**config.mk**
```make
export PLATFORM = sky130hd
export DESIGN_NAME = i2c_mask_slave
export DESIGN_NICKNAME = d
export VERILOG_FILES = /design/src/rtl/i2c_msk_pkg.sv /design/src/rtl/i2c_msk_sync.sv /design/src/rtl/i2c_msk_match.sv /design/src/rtl/i2c_msk_regs.sv /design/src/rtl/i2c_mask_slave.sv
export SDC_FILE = /design/constraint.sdc
export NUM_CORES = 1
export LEC_CHECK = 0
export ABC_AREA = 1
export BUFFER_PORTS_ARGS = -buffer_cell sky130_fd_sc_hd__buf_2
export CAP_MARGIN = 20
export CORE_MARGIN = 5
export CORE_UTILIZATION = 40
export CTS_CLUSTER_DIAMETER = 120
export DETAILED_ROUTE_END_ITERATION = 16
export PLACE_DENSITY_LB_ADDON = 0.2
export SLEW_MARGIN = 10
export SYNTH_ARGS = -nofsm -noshare
export SYNTH_HDL_FRONTEND = slang
export SYNTH_SLANG_ARGS = --single-unit
```
**constraint.sdc**
```tcl
create_clock -name clk -period 2.18 [get_ports clk]
set_input_delay 0.327 -clock clk [delete_from_list [all_inputs] [get_ports clk]]
set_output_delay 0.327 -clock clk [all_outputs]
set_load 0.1 [all_outputs]
```
**src/rtl/i2c_msk_pkg.sv**
```systemverilog
package i2c_msk_pkg;

  localparam int BYTE_W   = 8;
  localparam int ADDR10_W = 10;
  localparam int REG_AW   = 3;
  localparam int BIT_CNT_W = 4;
  localparam logic [4:0] HDR10 = 5'b11110;

  typedef enum logic [2:0] {
    PH_IDLE  = 3'd0,
    PH_ADDR1 = 3'd1,
    PH_ADDR2 = 3'd2,
    PH_RX    = 3'd3,
    PH_TX    = 3'd4
  } phase_t;

  localparam logic [REG_AW-1:0] RA_CTRL = 3'd0;
  localparam logic [REG_AW-1:0] RA_STAT = 3'd1;
  localparam logic [REG_AW-1:0] RA_DATA = 3'd2;
  localparam logic [REG_AW-1:0] RA_ALO  = 3'd3;
  localparam logic [REG_AW-1:0] RA_AHI  = 3'd4;
  localparam logic [REG_AW-1:0] RA_MLO  = 3'd5;
  localparam logic [REG_AW-1:0] RA_MHI  = 3'd6;

  // True when every bit selected by msk agrees between rx and own.
  function automatic logic masked_eq(input logic [ADDR10_W-1:0] rx,
                                     input logic [ADDR10_W-1:0] own,
                                     input logic [ADDR10_W-1:0] msk);
    return ((rx ^ own) & msk) == '0;
  endfunction

  // Bit to present after 'sent' bits have already gone out, MSB first.
  function automatic logic pick_tx_bit(input logic [BYTE_W-1:0] d,
                                       input logic [BIT_CNT_W-1:0] sent);
    logic [2:0] p;
    p = 3'(4'd7 - sent);
    return d[p];
  endfunction

endpackage

```
**src/rtl/i2c_msk_sync.sv**
```systemverilog
module i2c_msk_sync #(
  parameter int STAGES = 2
) (
  input  logic clk,
  input  logic rst_n,
  input  logic din,
  output logic level,
  output logic rise,
  output logic fall
);
  // Idle bus level is high; pipe[STAGES] holds the previous synced value.
  logic [STAGES:0] pipe;

  always_ff @(posedge clk or negedge rst_n) begin
    if (!rst_n) pipe <= '1;
    else        pipe <= {pipe[STAGES-1:0], din};
  end

  assign level = pipe[STAGES-1];
  assign rise  = pipe[STAGES-1] & ~pipe[STAGES];
  assign fall  = ~pipe[STAGES-1] & pipe[STAGES];
endmodule

```
**src/rtl/i2c_msk_match.sv**
```systemverilog
module i2c_msk_match
  import i2c_msk_pkg::*;
(
  input  logic [BYTE_W-1:0]   rx_byte,
  input  logic [ADDR10_W-1:0] own_addr,
  input  logic [ADDR10_W-1:0] own_mask,
  output logic                hit7,
  output logic                hdr_hit,
  output logic                lo_hit,
  output logic                gen_call
);
  localparam int PAD7 = ADDR10_W - 7;
  localparam int PAD2 = ADDR10_W - 2;
  localparam int PAD8 = ADDR10_W - BYTE_W;

  assign hit7 = masked_eq({{PAD7{1'b0}}, rx_byte[7:1]},
                          {{PAD7{1'b0}}, own_addr[6:0]},
                          {{PAD7{1'b0}}, own_mask[6:0]});

  assign hdr_hit = (rx_byte[7:3] == HDR10) &&
                   masked_eq({{PAD2{1'b0}}, rx_byte[2:1]},
                             {{PAD2{1'b0}}, own_addr[9:8]},
                             {{PAD2{1'b0}}, own_mask[9:8]});

  assign lo_hit = masked_eq({{PAD8{1'b0}}, rx_byte},
                            {{PAD8{1'b0}}, own_addr[7:0]},
                            {{PAD8{1'b0}}, own_mask[7:0]});

  assign gen_call = (rx_byte == '0);
endmodule

```
**src/rtl/i2c_msk_regs.sv**
```systemverilog
module i2c_msk_regs
  import i2c_msk_pkg::*;
(
  input  logic                clk,
  input  logic                rst_n,
  input  logic                reg_we,
  input  logic                reg_re,
  input  logic [REG_AW-1:0]   reg_addr,
  input  logic [BYTE_W-1:0]   reg_wdata,
  output logic [BYTE_W-1:0]   reg_rdata,
  input  logic                start_evt,
  input  logic                stop_evt,
  input  logic                store_evt,
  input  logic                ovf_evt,
  input  logic                upd_evt,
  input  logic [BYTE_W-1:0]   rx_byte,
  input  logic                xmit,
  output logic                en,
  output logic                ten_bit,
  output logic [ADDR10_W-1:0] own_addr,
  output logic [ADDR10_W-1:0] own_mask,
  output logic [BYTE_W-1:0]   tx_byte,
  output logic                buf_full,
  output logic [BYTE_W-1:0]   rx_buf,
  output logic                start_flag,
  output logic                irq
);
  logic [1:0]        ctrl_q;
  logic              f_stop, f_ovf, f_upd;
  logic [BYTE_W-1:0] alo_q, mlo_q;
  logic [1:0]        ahi_q, mhi_q;
  logic              wr_stat, wr_hit, rd_data;

  assign wr_stat = reg_we && (reg_addr == RA_STAT);
  assign rd_data = reg_re && (reg_addr == RA_DATA);
  assign wr_hit  = reg_we;

  always_ff @(posedge clk or negedge rst_n) begin
    if (!rst_n) begin
      ctrl_q     <= '0;
      start_flag <= 1'b0;
      f_stop     <= 1'b0;
      buf_full   <= 1'b0;
      f_ovf      <= 1'b0;
      f_upd      <= 1'b0;
      rx_buf     <= '0;
      tx_byte    <= '0;
      alo_q      <= '0;
      ahi_q      <= '0;
      mlo_q      <= '1;
      mhi_q      <= '1;
    end else begin
      // Events from the bus take priority over software clears.
      start_flag <= start_evt | (start_flag & ~(wr_stat & reg_wdata[0]));
      f_stop     <= stop_evt  | (f_stop     & ~(wr_stat & reg_wdata[1]));
      f_ovf      <= ovf_evt   | (f_ovf      & ~(wr_stat & reg_wdata[3]));
      f_upd      <= upd_evt   | (f_upd      & ~(wr_stat & reg_wdata[4]));
      buf_full   <= store_evt | (buf_full   & ~rd_data);
      if (store_evt) rx_buf <= rx_byte;
      if (wr_hit) begin
        case (reg_addr)
          RA_CTRL: ctrl_q  <= reg_wdata[1:0];
          RA_DATA: tx_byte <= reg_wdata;
          RA_ALO:  alo_q   <= reg_wdata;
          RA_AHI:  ahi_q   <= reg_wdata[1:0];
          RA_MLO:  mlo_q   <= reg_wdata;
          RA_MHI:  mhi_q   <= reg_wdata[1:0];
          default: ;
        endcase
      end
    end
  end

  always_comb begin
    reg_rdata = '0;
    case (reg_addr)
      RA_CTRL: reg_rdata = {6'b0, ctrl_q};
      RA_STAT: reg_rdata = {2'b0, xmit, f_upd, f_ovf, buf_full, f_stop, start_flag};
      RA_DATA: reg_rdata = rx_buf;
      RA_ALO:  reg_rdata = alo_q;
      RA_AHI:  reg_rdata = {6'b0, ahi_q};
      RA_MLO:  reg_rdata = mlo_q;
      RA_MHI:  reg_rdata = {6'b0, mhi_q};
      default: reg_rdata = '0;
    endcase
  end

  assign en       = ctrl_q[0];
  assign ten_bit  = ctrl_q[1];
  assign own_addr = {ahi_q, alo_q};
  assign own_mask = {mhi_q, mlo_q};
  assign irq      = start_flag | f_stop | buf_full | f_ovf | f_upd;
endmodule

```
**src/rtl/i2c_mask_slave.sv**
```systemverilog
module i2c_mask_slave
  import i2c_msk_pkg::*;
#(
  parameter int SYNC_STAGES = 2
) (
  input  logic              clk,
  input  logic              rst_n,
  input  logic              scl_i,
  input  logic              sda_i,
  output logic              sda_oe,
  input  logic              reg_we,
  input  logic              reg_re,
  input  logic [REG_AW-1:0] reg_addr,
  input  logic [BYTE_W-1:0] reg_wdata,
  output logic [BYTE_W-1:0] reg_rdata,
  output logic              irq
);
  localparam int NLINES = 2;
  localparam logic [BIT_CNT_W-1:0] ACK_SLOT = BIT_CNT_W'(BYTE_W);
  localparam logic [BIT_CNT_W-1:0] ACK_DONE = BIT_CNT_W'(BYTE_W + 1);

  // ---------------- line synchronizers (index 0 = SCL, 1 = SDA)
  logic [NLINES-1:0] line_in, line_lvl, line_rise, line_fall;
  assign line_in = {sda_i, scl_i};

  for (genvar g = 0; g < NLINES; g++) begin : g_sync
    i2c_msk_sync #(.STAGES(SYNC_STAGES)) u_sync (
      .clk   (clk),
      .rst_n (rst_n),
      .din   (line_in[g]),
      .level (line_lvl[g]),
      .rise  (line_rise[g]),
      .fall  (line_fall[g])
    );
  end

  logic scl_q, sda_q, scl_rise, scl_fall;
  assign scl_q    = line_lvl[0];
  assign sda_q    = line_lvl[1];
  assign scl_rise = line_rise[0];
  assign scl_fall = line_fall[0];

  // ---------------- register block
  logic                en, ten_bit, buf_full, start_flag, xmit;
  logic [ADDR10_W-1:0] own_addr, own_mask;
  logic [BYTE_W-1:0]   tx_byte, rx_buf;
  logic                start_evt, stop_evt, store_evt, ovf_evt, upd_evt;

  // ---------------- protocol state
  phase_t               phase, nxt_q, decide_nxt, after_ack;
  logic [BIT_CNT_W-1:0] cnt;
  logic [BYTE_W-1:0]    sh, tx_q;
  logic                 oe_q, m_nack, ten_ok;
  logic                 hit7, hdr_hit, lo_hit, gen_call;
  logic                 ack_dec, want_store, want_ovf, want_upd, want_ten;
  logic                 byte_evt, ack_now, gc_evt, idle;

  i2c_msk_match u_match (
    .rx_byte  (sh),
    .own_addr (own_addr),
    .own_mask (own_mask),
    .hit7     (hit7),
    .hdr_hit  (hdr_hit),
    .lo_hit   (lo_hit),
    .gen_call (gen_call)
  );

  // Named bus events
  assign start_evt = en & line_fall[1] & scl_q;
  assign stop_evt  = en & line_rise[1] & scl_q;
  assign byte_evt  = en & ~start_evt & ~stop_evt & scl_fall & (cnt == ACK_SLOT) &
                     (phase != PH_IDLE) & (phase != PH_TX);

  // Decision taken when the eighth bit of a received byte has been clocked.
  always_comb begin
    ack_dec    = 1'b0;
    decide_nxt = PH_IDLE;
    want_store = 1'b0;
    want_ovf   = 1'b0;
    want_upd   = 1'b0;
    want_ten   = 1'b0;
    case (phase)
      PH_ADDR1: begin
        if (!ten_bit) begin
          if (hit7 && !gen_call) begin
            ack_dec    = 1'b1;
            decide_nxt = sh[0] ? PH_TX : PH_RX;
          end
        end else if (hdr_hit) begin
          if (!sh[0]) begin
            ack_dec    = 1'b1;
            want_upd   = 1'b1;
            decide_nxt = PH_ADDR2;
          end else if (ten_ok) begin
            ack_dec    = 1'b1;
            want_upd   = 1'b1;
            decide_nxt = PH_TX;
          end
        end
      end
      PH_ADDR2: begin
        if (lo_hit) begin
          ack_dec    = 1'b1;
          want_upd   = 1'b1;
          want_ten   = 1'b1;
          decide_nxt = PH_RX;
        end
      end
      PH_RX: begin
        decide_nxt = PH_RX;
        if (buf_full) want_ovf = 1'b1;
        else begin
          ack_dec    = 1'b1;
          want_store = 1'b1;
        end
      end
      default: ;
    endcase
  end

  assign ack_now   = byte_evt & ack_dec;
  assign store_evt = byte_evt & want_store;
  assign ovf_evt   = byte_evt & want_ovf;
  assign upd_evt   = byte_evt & want_upd;
  assign gc_evt    = byte_evt & (phase == PH_ADDR1) & ~ten_bit & gen_call;
  assign after_ack = (phase == PH_TX) ? (m_nack ? PH_IDLE : PH_TX) : nxt_q;
  assign idle      = (phase == PH_IDLE);
  assign xmit      = (phase == PH_TX);

  always_ff @(posedge clk or negedge rst_n) begin
    if (!rst_n) begin
      phase  <= PH_IDLE;
      nxt_q  <= PH_IDLE;
      cnt    <= '0;
      sh     <= '0;
      tx_q   <= '0;
      oe_q   <= 1'b0;
      m_nack <= 1'b0;
      ten_ok <= 1'b0;
    end else if (!en) begin
      phase  <= PH_IDLE;
      cnt    <= '0;
      oe_q   <= 1'b0;
      ten_ok <= 1'b0;
    end else if (start_evt) begin
      phase <= PH_ADDR1;
      cnt   <= '0;
      oe_q  <= 1'b0;
    end else if (stop_evt) begin
      phase  <= PH_IDLE;
      cnt    <= '0;
      oe_q   <= 1'b0;
      ten_ok <= 1'b0;
    end else if (phase != PH_IDLE) begin
      if (scl_rise) begin
        if (cnt < ACK_SLOT) begin
          sh  <= {sh[BYTE_W-2:0], sda_q};
          cnt <= cnt + 1'b1;
        end else if (cnt == ACK_SLOT) begin
          cnt <= ACK_DONE;
          if (phase == PH_TX) m_nack <= sda_q;
        end
      end else if (scl_fall) begin
        if (cnt == ACK_SLOT) begin
          if (phase == PH_TX) oe_q <= 1'b0;
          else begin
            oe_q  <= ack_dec;
            nxt_q <= decide_nxt;
            if (want_ten) ten_ok <= 1'b1;
          end
        end else if (cnt == ACK_DONE) begin
          cnt   <= '0;
          phase <= after_ack;
          if (after_ack == PH_TX) begin
            tx_q <= tx_byte;
            oe_q <= ~tx_byte[BYTE_W-1];
          end else begin
            oe_q <= 1'b0;
          end
        end else if (phase == PH_TX && cnt != '0) begin
          oe_q <= ~pick_tx_bit(tx_q, cnt);
        end
      end
    end
  end

  assign sda_oe = oe_q;

  i2c_msk_regs u_regs (
    .clk        (clk),
    .rst_n      (rst_n),
    .reg_we     (reg_we),
    .reg_re     (reg_re),
    .reg_addr   (reg_addr),
    .reg_wdata  (reg_wdata),
    .reg_rdata  (reg_rdata),
    .start_evt  (start_evt),
    .stop_evt   (stop_evt),
    .store_evt  (store_evt),
    .ovf_evt    (ovf_evt),
    .upd_evt    (upd_evt),
    .rx_byte    (sh),
    .xmit       (xmit),
    .en         (en),
    .ten_bit    (ten_bit),
    .own_addr   (own_addr),
    .own_mask   (own_mask),
    .tx_byte    (tx_byte),
    .buf_full   (buf_full),
    .rx_buf     (rx_buf),
    .start_flag (start_flag),
    .irq        (irq)
  );
endmodule

```
==> summary.txt, run 1 <==
Timing
  – Worst slew pin tran: 0.591 ns
  – Slew headroom: 0.606
  – Setup ws final: 0.150 ns
  – RSZ-0062 raised after global routing: no
  – Final hold viol count: 0
  – Final Max Slew Viols: 0
  – Final period utilization: 0.931
  – Skew final: 0.00973 ns
  – Fmax achieved: 493 MHz
  – Fin crit period: 2.03 ns
  – # setup viols final: 0
  – Hold Slack: 0.0609 ns

Worst hold path
  – Hold path startpoint: scl_i
  – Hold WC Path Type: in -> reg

Setup path
  – CP arrival: 1.70 ns
  – R2R Setup Slk: 0.29 ns
  – Worst-path fanout max: 7
  – Critical R2R Capture: u_regs.rx_buf[6]$_DFFE_PN0P_
  – CP startpoint kind: flop
  – CP cell instances: nor2_2, nand2_1, o21ai_2, buf_12
  – R2r worst-path depth: 8
  – CP required: 1.85 ns
  – Critical path's slowest cell: dfrtp_1
  – Worst Path Buf+Inv: 1
  – CP endpoint: reg_rdata[5]
  – Path length in cells of the critical path: 4
  – Crit path largest cell delay: 0.40 ns
  – Beginning of the worst register-to-register path: cnt[0]$_DFFE_PN0P_
  – WS Path Type: reg -> out
  – CP delay by family, top: simple AND/OR/NAND/NOR gates
  – Critical Path Sink Type: primary output
  – Crit path from: phase[0]$_DFFE_PN0P_

Synth
  – Synth cell types: 32
  – Seq/Total Area, Yosys: 0.478
  – Mapped Avg Cell Area: 7.81 µm²
  – Synthesized area: 4130 µm²
  – Area contributors post-synth: dfrtp_1 (38%), nand2_1 (15%), dfstp_2 (10%)
  – Synth top area share: 0.376
  – Cells after Synth: 528
  – Synth Warn #: 0
  – Syn Nets: 550
  – Yosys reg bits: 78
  – Cell taking the most area after synthesis: dfrtp_1

Finish
  – Design area: 4780 µm²
  – Area Overhead vs Synth: 15.9%
  – Final Instance Count excl. Fillers: 705
  – Antenna Diode Count: 0
  – Fin util: 0.469
  – Commonest non-fill, non-tap cells in the layout: nand2_1 (165), inv_1 (62), dfrtp_1 (62)
  – Leading cell type in the layout, fill and taps excluded: nand2_1
  – Final #Nets: 586
  – Ratio of cells with drive above 1 in the final layout: 0.192

Drt
  – Via count: 3546
  – Avg WL per Cell: 14.4 µm
  – Drt via density: 5.03
  – Drt drc: 0
  – Total Routed Length: 10100 µm
  – DRT Pass-1 Iters: 4
  – DRT iter0 DRCs: 218
  – Post-route ant nets: 0

Floorplan
  – Die ar.: 12400 µm²
  – Die width: 112 µm
  – Core ar.: 10200 µm²
  – Starting density of the core: 0.405
  – Num ports: 27
  – Die outline height: 112 µm
  – # rows: 37

Place
  – Placed wire-length estimate: 7530 µm
  – Gpl congestion: 0.884
  – IO Port Bufs: 26
  – Post-placement cell count: 688
  – Pre-CTS WS: 0.252 ns
  – Placed cell areas: 4600 µm²

Global route
  – Global Route met3 Usage: 0.0370
  – Met2 Track Usage GR: 0.275
  – Total congestion overflow: 0
  – Total GRT Usage: 0.174
  – GR peak layer: met2
  – Global-route wire length before repair: 17400 µm
  – Largest net degree at the start of global routing: 44
  – Number of global-route vias before repair: 3516
  – Initial antenna violation count: 0
  – Met1 Usage GRT: 0.236

Clock tree
  – CTS Root Cell: clkbuf_8
  – H-tree depth: 3
  – Clock Tree Buf Depth: 2
  – CTS Sinks: 78
  – Post-CTS setup buffers: 0
  – TritonCTS buffer count: 9
  – Clk_lat worst skew: 0.36 ns
  – CTS tree: done
  – Clk pin slew, worst setup/hold paths: 0.08 ns

Power
  – Pwr/cell area: 739 nW/µm²
  – Peak supply drop: 0.416 mV
  – Pleak: 2.28 nW

Job
  – Max-Cap Viols: 0

Status
  – Status: finished, final reports clean
metrics by stage:
stage | power, mW | setup TNS (ns)
floorplan | 2.28 | -0.806
global placement | 2.55 | 0
detailed placement | 2.56 | 0
CTS | 3.56 | 0
global route | 3.74 | 0
finish | 3.53 | 0
power by group:
| part | internal [mW] | leakage, nW | total (mW) | switching (mW) |
|---|---|---|---|---|
| Combinational | 0.243 | 1.20 | 0.774 | 0.531 |
| Clock | 0.449 | 0.0840 | 0.996 | 0.547 |
| Sequential | 1.62 | 0.997 | 1.76 | 0.144 |
layout make-up:
type | instances | area [µm²]
flip-flops and latches | 78 | 1970
inverters | 74 | 290
well taps | 136 | 170
clock buffers | 13 | 149
clock inverters | 3 | 21.3
fillers | 1028 | 5410
repair buffers | 31 | 305
multi-input cells | 370 | 1870
kinds of logic after synthesis:
family | Yosys count | share of synthesized area
compound gates | 104 | 0.153
fa+ha+maj | 5 | 0.0152
buf+inv | 80 | 0.0767
flops | 78 | 0.478
simple gates | 261 | 0.277
synth_stat cells:
cell,n
a22oi_1,1
inv_2,11
nand2_4,1
a221oi_1,4
o21ai_2,17
nor3_2,1
nand4_1,4
and3_1,1
dfstp_2,16
nand3_2,3
o21bai_1,1
nor2_4,2
o2111ai_1,4
clkbuf_1,3
nor3_1,4
nand3_1,36
o211ai_1,5
o21ai_1,13
nor2_2,4
buf_6,2
o22ai_1,1
dfrtp_1,62
inv_1,63
nor2_1,35
a21oi_1,5
nand4_4,1
nand2_2,3
o21ai_0,53
buf_2,1
ha_1,5
nand2_1,165
nor2_8,1
worst min-delay path by stage:
stage	cells after the start	end
after global routing	1	g_sync[0].u_sync.pipe[0]$_DFF_PN1_
final	1	g_sync[0].u_sync.pipe[0]$_DFF_PN1_
after global placement	0	g_sync[1].u_sync.pipe[1]$_DFF_PN1_
after detailed placement	0	g_sync[0].u_sync.pipe[1]$_DFF_PN1_
after floorplan	0	cnt[0]$_DFFE_PN0P_
after CTS	1	g_sync[0].u_sync.pipe[0]$_DFF_PN1_
flip-flops by register name, indices dropped and copies added (netlist names), 2 cells and up:
| name | cells |
|---|---|
| sh | 8 |
| tx_q | 8 |
| u_regs.alo_q | 8 |
| u_regs.mlo_q | 8 |
| u_regs.rx_buf | 8 |
| u_regs.tx_byte | 8 |
| g_sync.u_sync.pipe | 6 |
| cnt | 4 |
| nxt_q | 3 |
| phase | 3 |
| u_regs.ahi_q | 2 |
| u_regs.ctrl_q | 2 |
| u_regs.mhi_q | 2 |
per-layer routing:
metal  vias to the layer above  share of wire  routed length (µm)
met5                         -              0                   0
li1                       1780              -                   -
met4                         0          0.022                 225
met1                      1690           0.48                4840
met3                        19          0.035                 359
met2                        57           0.47                4720
repair_timing:
| item | CTS | global route |
|---|---|---|
| hold buffers | 1 | 0 |
| endpoints found under the hold margin | 34 | 0 |
| setup endpoints to repair | 0 | 1 |
| resized for setup | 0 | 1 |
(Power assumes the default switching activity.)
==> inputs of run 2 (changes only) <==
Clock period 2.18 ns to 1.9 ns, I/O delays scaled along.
==> run 2 against run 1 <==
Compared with the run above:
- cell count up 1.6%
- cell area up 4.4%
- die area unchanged
- critical path depth unchanged
- global-route usage about the same
- critical endpoint unchanged
- combinational power up 20%
- via count up 0.87%
- sequential power up 15%
- power up 20%
- critical path type unchanged
- count of clock-buffer cells in the layout down 2
- clock skew down 0.0026 ns
==> summary.txt, run 2 (synthesis results as in run 1) <==
Floorplan
  – # rows: 37
  – Die width: 112 µm
  – Num ports: 27
  – Core ar.: 10200 µm²
  – Die outline height: 112 µm
  – Starting density of the core: 0.405
  – Die ar.: 12400 µm²

Drt
  – Top sig layer: met4
  – Avg WL per Cell: 14.5 µm
  – DRT Pass-1 Iters: 5
  – Length of routed met2 wiring: 4910 µm
  – Drt via density: 5.00
  – Via count: 3577
  – Total Routed Length: 10400 µm
  – Met1 Routed Length: 4890 µm
  – Post-route ant nets: 0
  – Met3 WL: 341 µm
  – DRT iter0 DRCs: 215
  – Drt drc: 0

Global route
  – Largest net degree at the start of global routing: 35
  – Initial antenna violation count: 0
  – Total congestion overflow: 0
  – Global-route wire length before repair: 17500 µm
  – Number of global-route vias before repair: 3479
  – Total GRT Usage: 0.175

Clock tree
  – Clk_lat worst skew: 0.36 ns
  – TritonCTS buffer count: 9
  – CTS Sinks: 78
  – Clock Tree Buf Depth: 2
  – CTS tree: done
  – CTS Root Cell: clkbuf_8
  – H-tree depth: 3
  – Clk pin slew, worst setup/hold paths: 0.08 ns

Job
  – Max-Cap Viols: 0

Worst hold path
  – Hold WC Path Type: in -> reg
  – Hold Path Cell Cnt: 1

Setup path
  – WS Path Type: reg -> out
  – Critical Path Sink Type: primary output
  – CP arrival: 1.53 ns
  – R2r worst-path depth: 12
  – CP startpoint kind: flop
  – Worst-path fanout max: 7
  – CP required: 1.62 ns

Place
  – Post-placement cell count: 694
  – Gpl congestion: 0.895
  – Placed wire-length estimate: 7730 µm
  – Placed cell areas: 4670 µm²
  – IO Port Bufs: 26

Finish
  – Final Instance Count excl. Fillers: 716
  – Design area: 4990 µm²
  – Filler cells: 1001
  – Area Overhead vs Synth: 21.0%
  – Commonest non-fill, non-tap cells in the layout: nand2_1 (163), inv_1 (61), dfrtp_1 (61)
  – Leading cell type in the layout, fill and taps excluded: nand2_1
  – Final #Nets: 597
  – Antenna Diode Count: 0
  – Ratio of cells with drive above 1 in the final layout: 0.228

Power
  – P_int: 2.81 mW
  – Share of total power in combinational logic: 0.220
  – Pleak: 2.38 nW
  – Peak supply drop: 0.466 mV
  – Clock power share: 0.299
  – Pwr/cell area: 846 nW/µm²
  – Sequential share of power: 0.480
  – Net Switching: 1.41 mW
  – Switch share: 0.335

Timing
  – # setup viols final: 0
  – Final Max Slew Viols: 0
  – Slew headroom: 0.665
  – Final period utilization: 0.954
  – Fmax achieved: 552 MHz
  – Skew final: 0.00717 ns
  – Final hold viol count: 0
  – Worst slew pin tran: 0.501 ns
  – RSZ-0062 raised after global routing: yes
  – Fin crit period: 1.81 ns

Status
  – Status: finished, final reports clean
-- run 2: cell count changes in the layout (fill, tap and decap cells not counted), moves of 2 or more --
cell | before | now
a221oi_1 | 4 | 0
a221oi_2 | 0 | 4
buf_12 | 9 | 12
buf_4 | 4 | 10
clkbuf_1 | 3 | 1
nand2_1 | 165 | 163
nand2_2 | 3 | 5
-- run 2: what timing repair did --
item,4_1_cts,5_1_grt
buffers inserted,0,4
setup endpoints to repair,2,16
endpoints found under the hold margin,28,0
cloned,0,0
hold buffers,2,0
gates resized for setup,6,10
pin swaps,0,2
-- run 2: power by group through the flow --
| stage | sequential [mW] | clock [mW] | combinational, mW |
|---|---|---|---|
| floorplan | 2.04 | 0 | 0.574 |
| global placement | 2.04 | 0 | 0.888 |
| finish | 2.03 | 1.26 | 0.931 |
| detailed placement | 2.05 | 0 | 0.901 |
| CTS | 2.02 | 1.32 | 0.910 |
| global route | 2.05 | 1.40 | 1.04 |
-- run 2: layer usage --
metal / track usage / up-vias
li1: - / 1813
met1: 0.236 / 1687
met2: 0.277 / 60
met3: 0.0440 / 17
met4: 0.0560 / 0
met5: 0 / -
-- run 2: worst max-delay path: stages (launching register included) --
cell and delay, ns:
dfrtp_1 0.43, nor2_4 0.18, nand2_2 0.15, o21ai_4 0.21
buf_12 0.20
-- run 2: final cells by class --
cell class / count / area, µm² / area share
clock inverter: 5 / 58.8 / 0.0118
sequential: 78 / 1970 / 0.395
multi-input combinational: 370 / 1930 / 0.386
timing repair buffer: 42 / 432 / 0.0865
inverter: 74 / 290 / 0.0582
clock buffer: 11 / 141 / 0.0283
tap: 136 / 170 / 0.0341
-- run 2: final timing paths --
kind                                                         start                                  to  slack [ns]
worst max-delay path                          phase[0]$_DFFE_PN0P_                        reg_rdata[5]        0.09
worst min-delay path                                         scl_i  g_sync[0].u_sync.pipe[0]$_DFF_PN1_        0.02
worst max register to register        u_regs.ctrl_q[0]$_DFFE_PN0P_        u_regs.rx_buf[0]$_DFFE_PN0P_        0.15
worst min register to register  g_sync[1].u_sync.pipe[0]$_DFF_PN1_  g_sync[1].u_sync.pipe[1]$_DFF_PN1_        0.36
max in group asynchronous                                    rst_n  g_sync[0].u_sync.pipe[0]$_DFF_PN1_        0.87
min in group asynchronous                                    rst_n                  cnt[2]$_DFFE_PN0P_        0.40
-- run 2: stage by stage --
stage                     total power [mW]  hold WS, ns  worst slack [ns]  setup TNS, ns   util
after floorplan                       2.62      -0.0106            -0.481          -1.44      -
after global placement                2.93        0.255            0.0858              0  0.458
after detailed placement              2.95        0.255            0.0785              0  0.458
after CTS                             4.25      0.00454            0.0390              0  0.483
after global routing                  4.48      0.00462           -0.0148        -0.0425  0.490
final                                 4.22       0.0248            0.0877              0  0.490
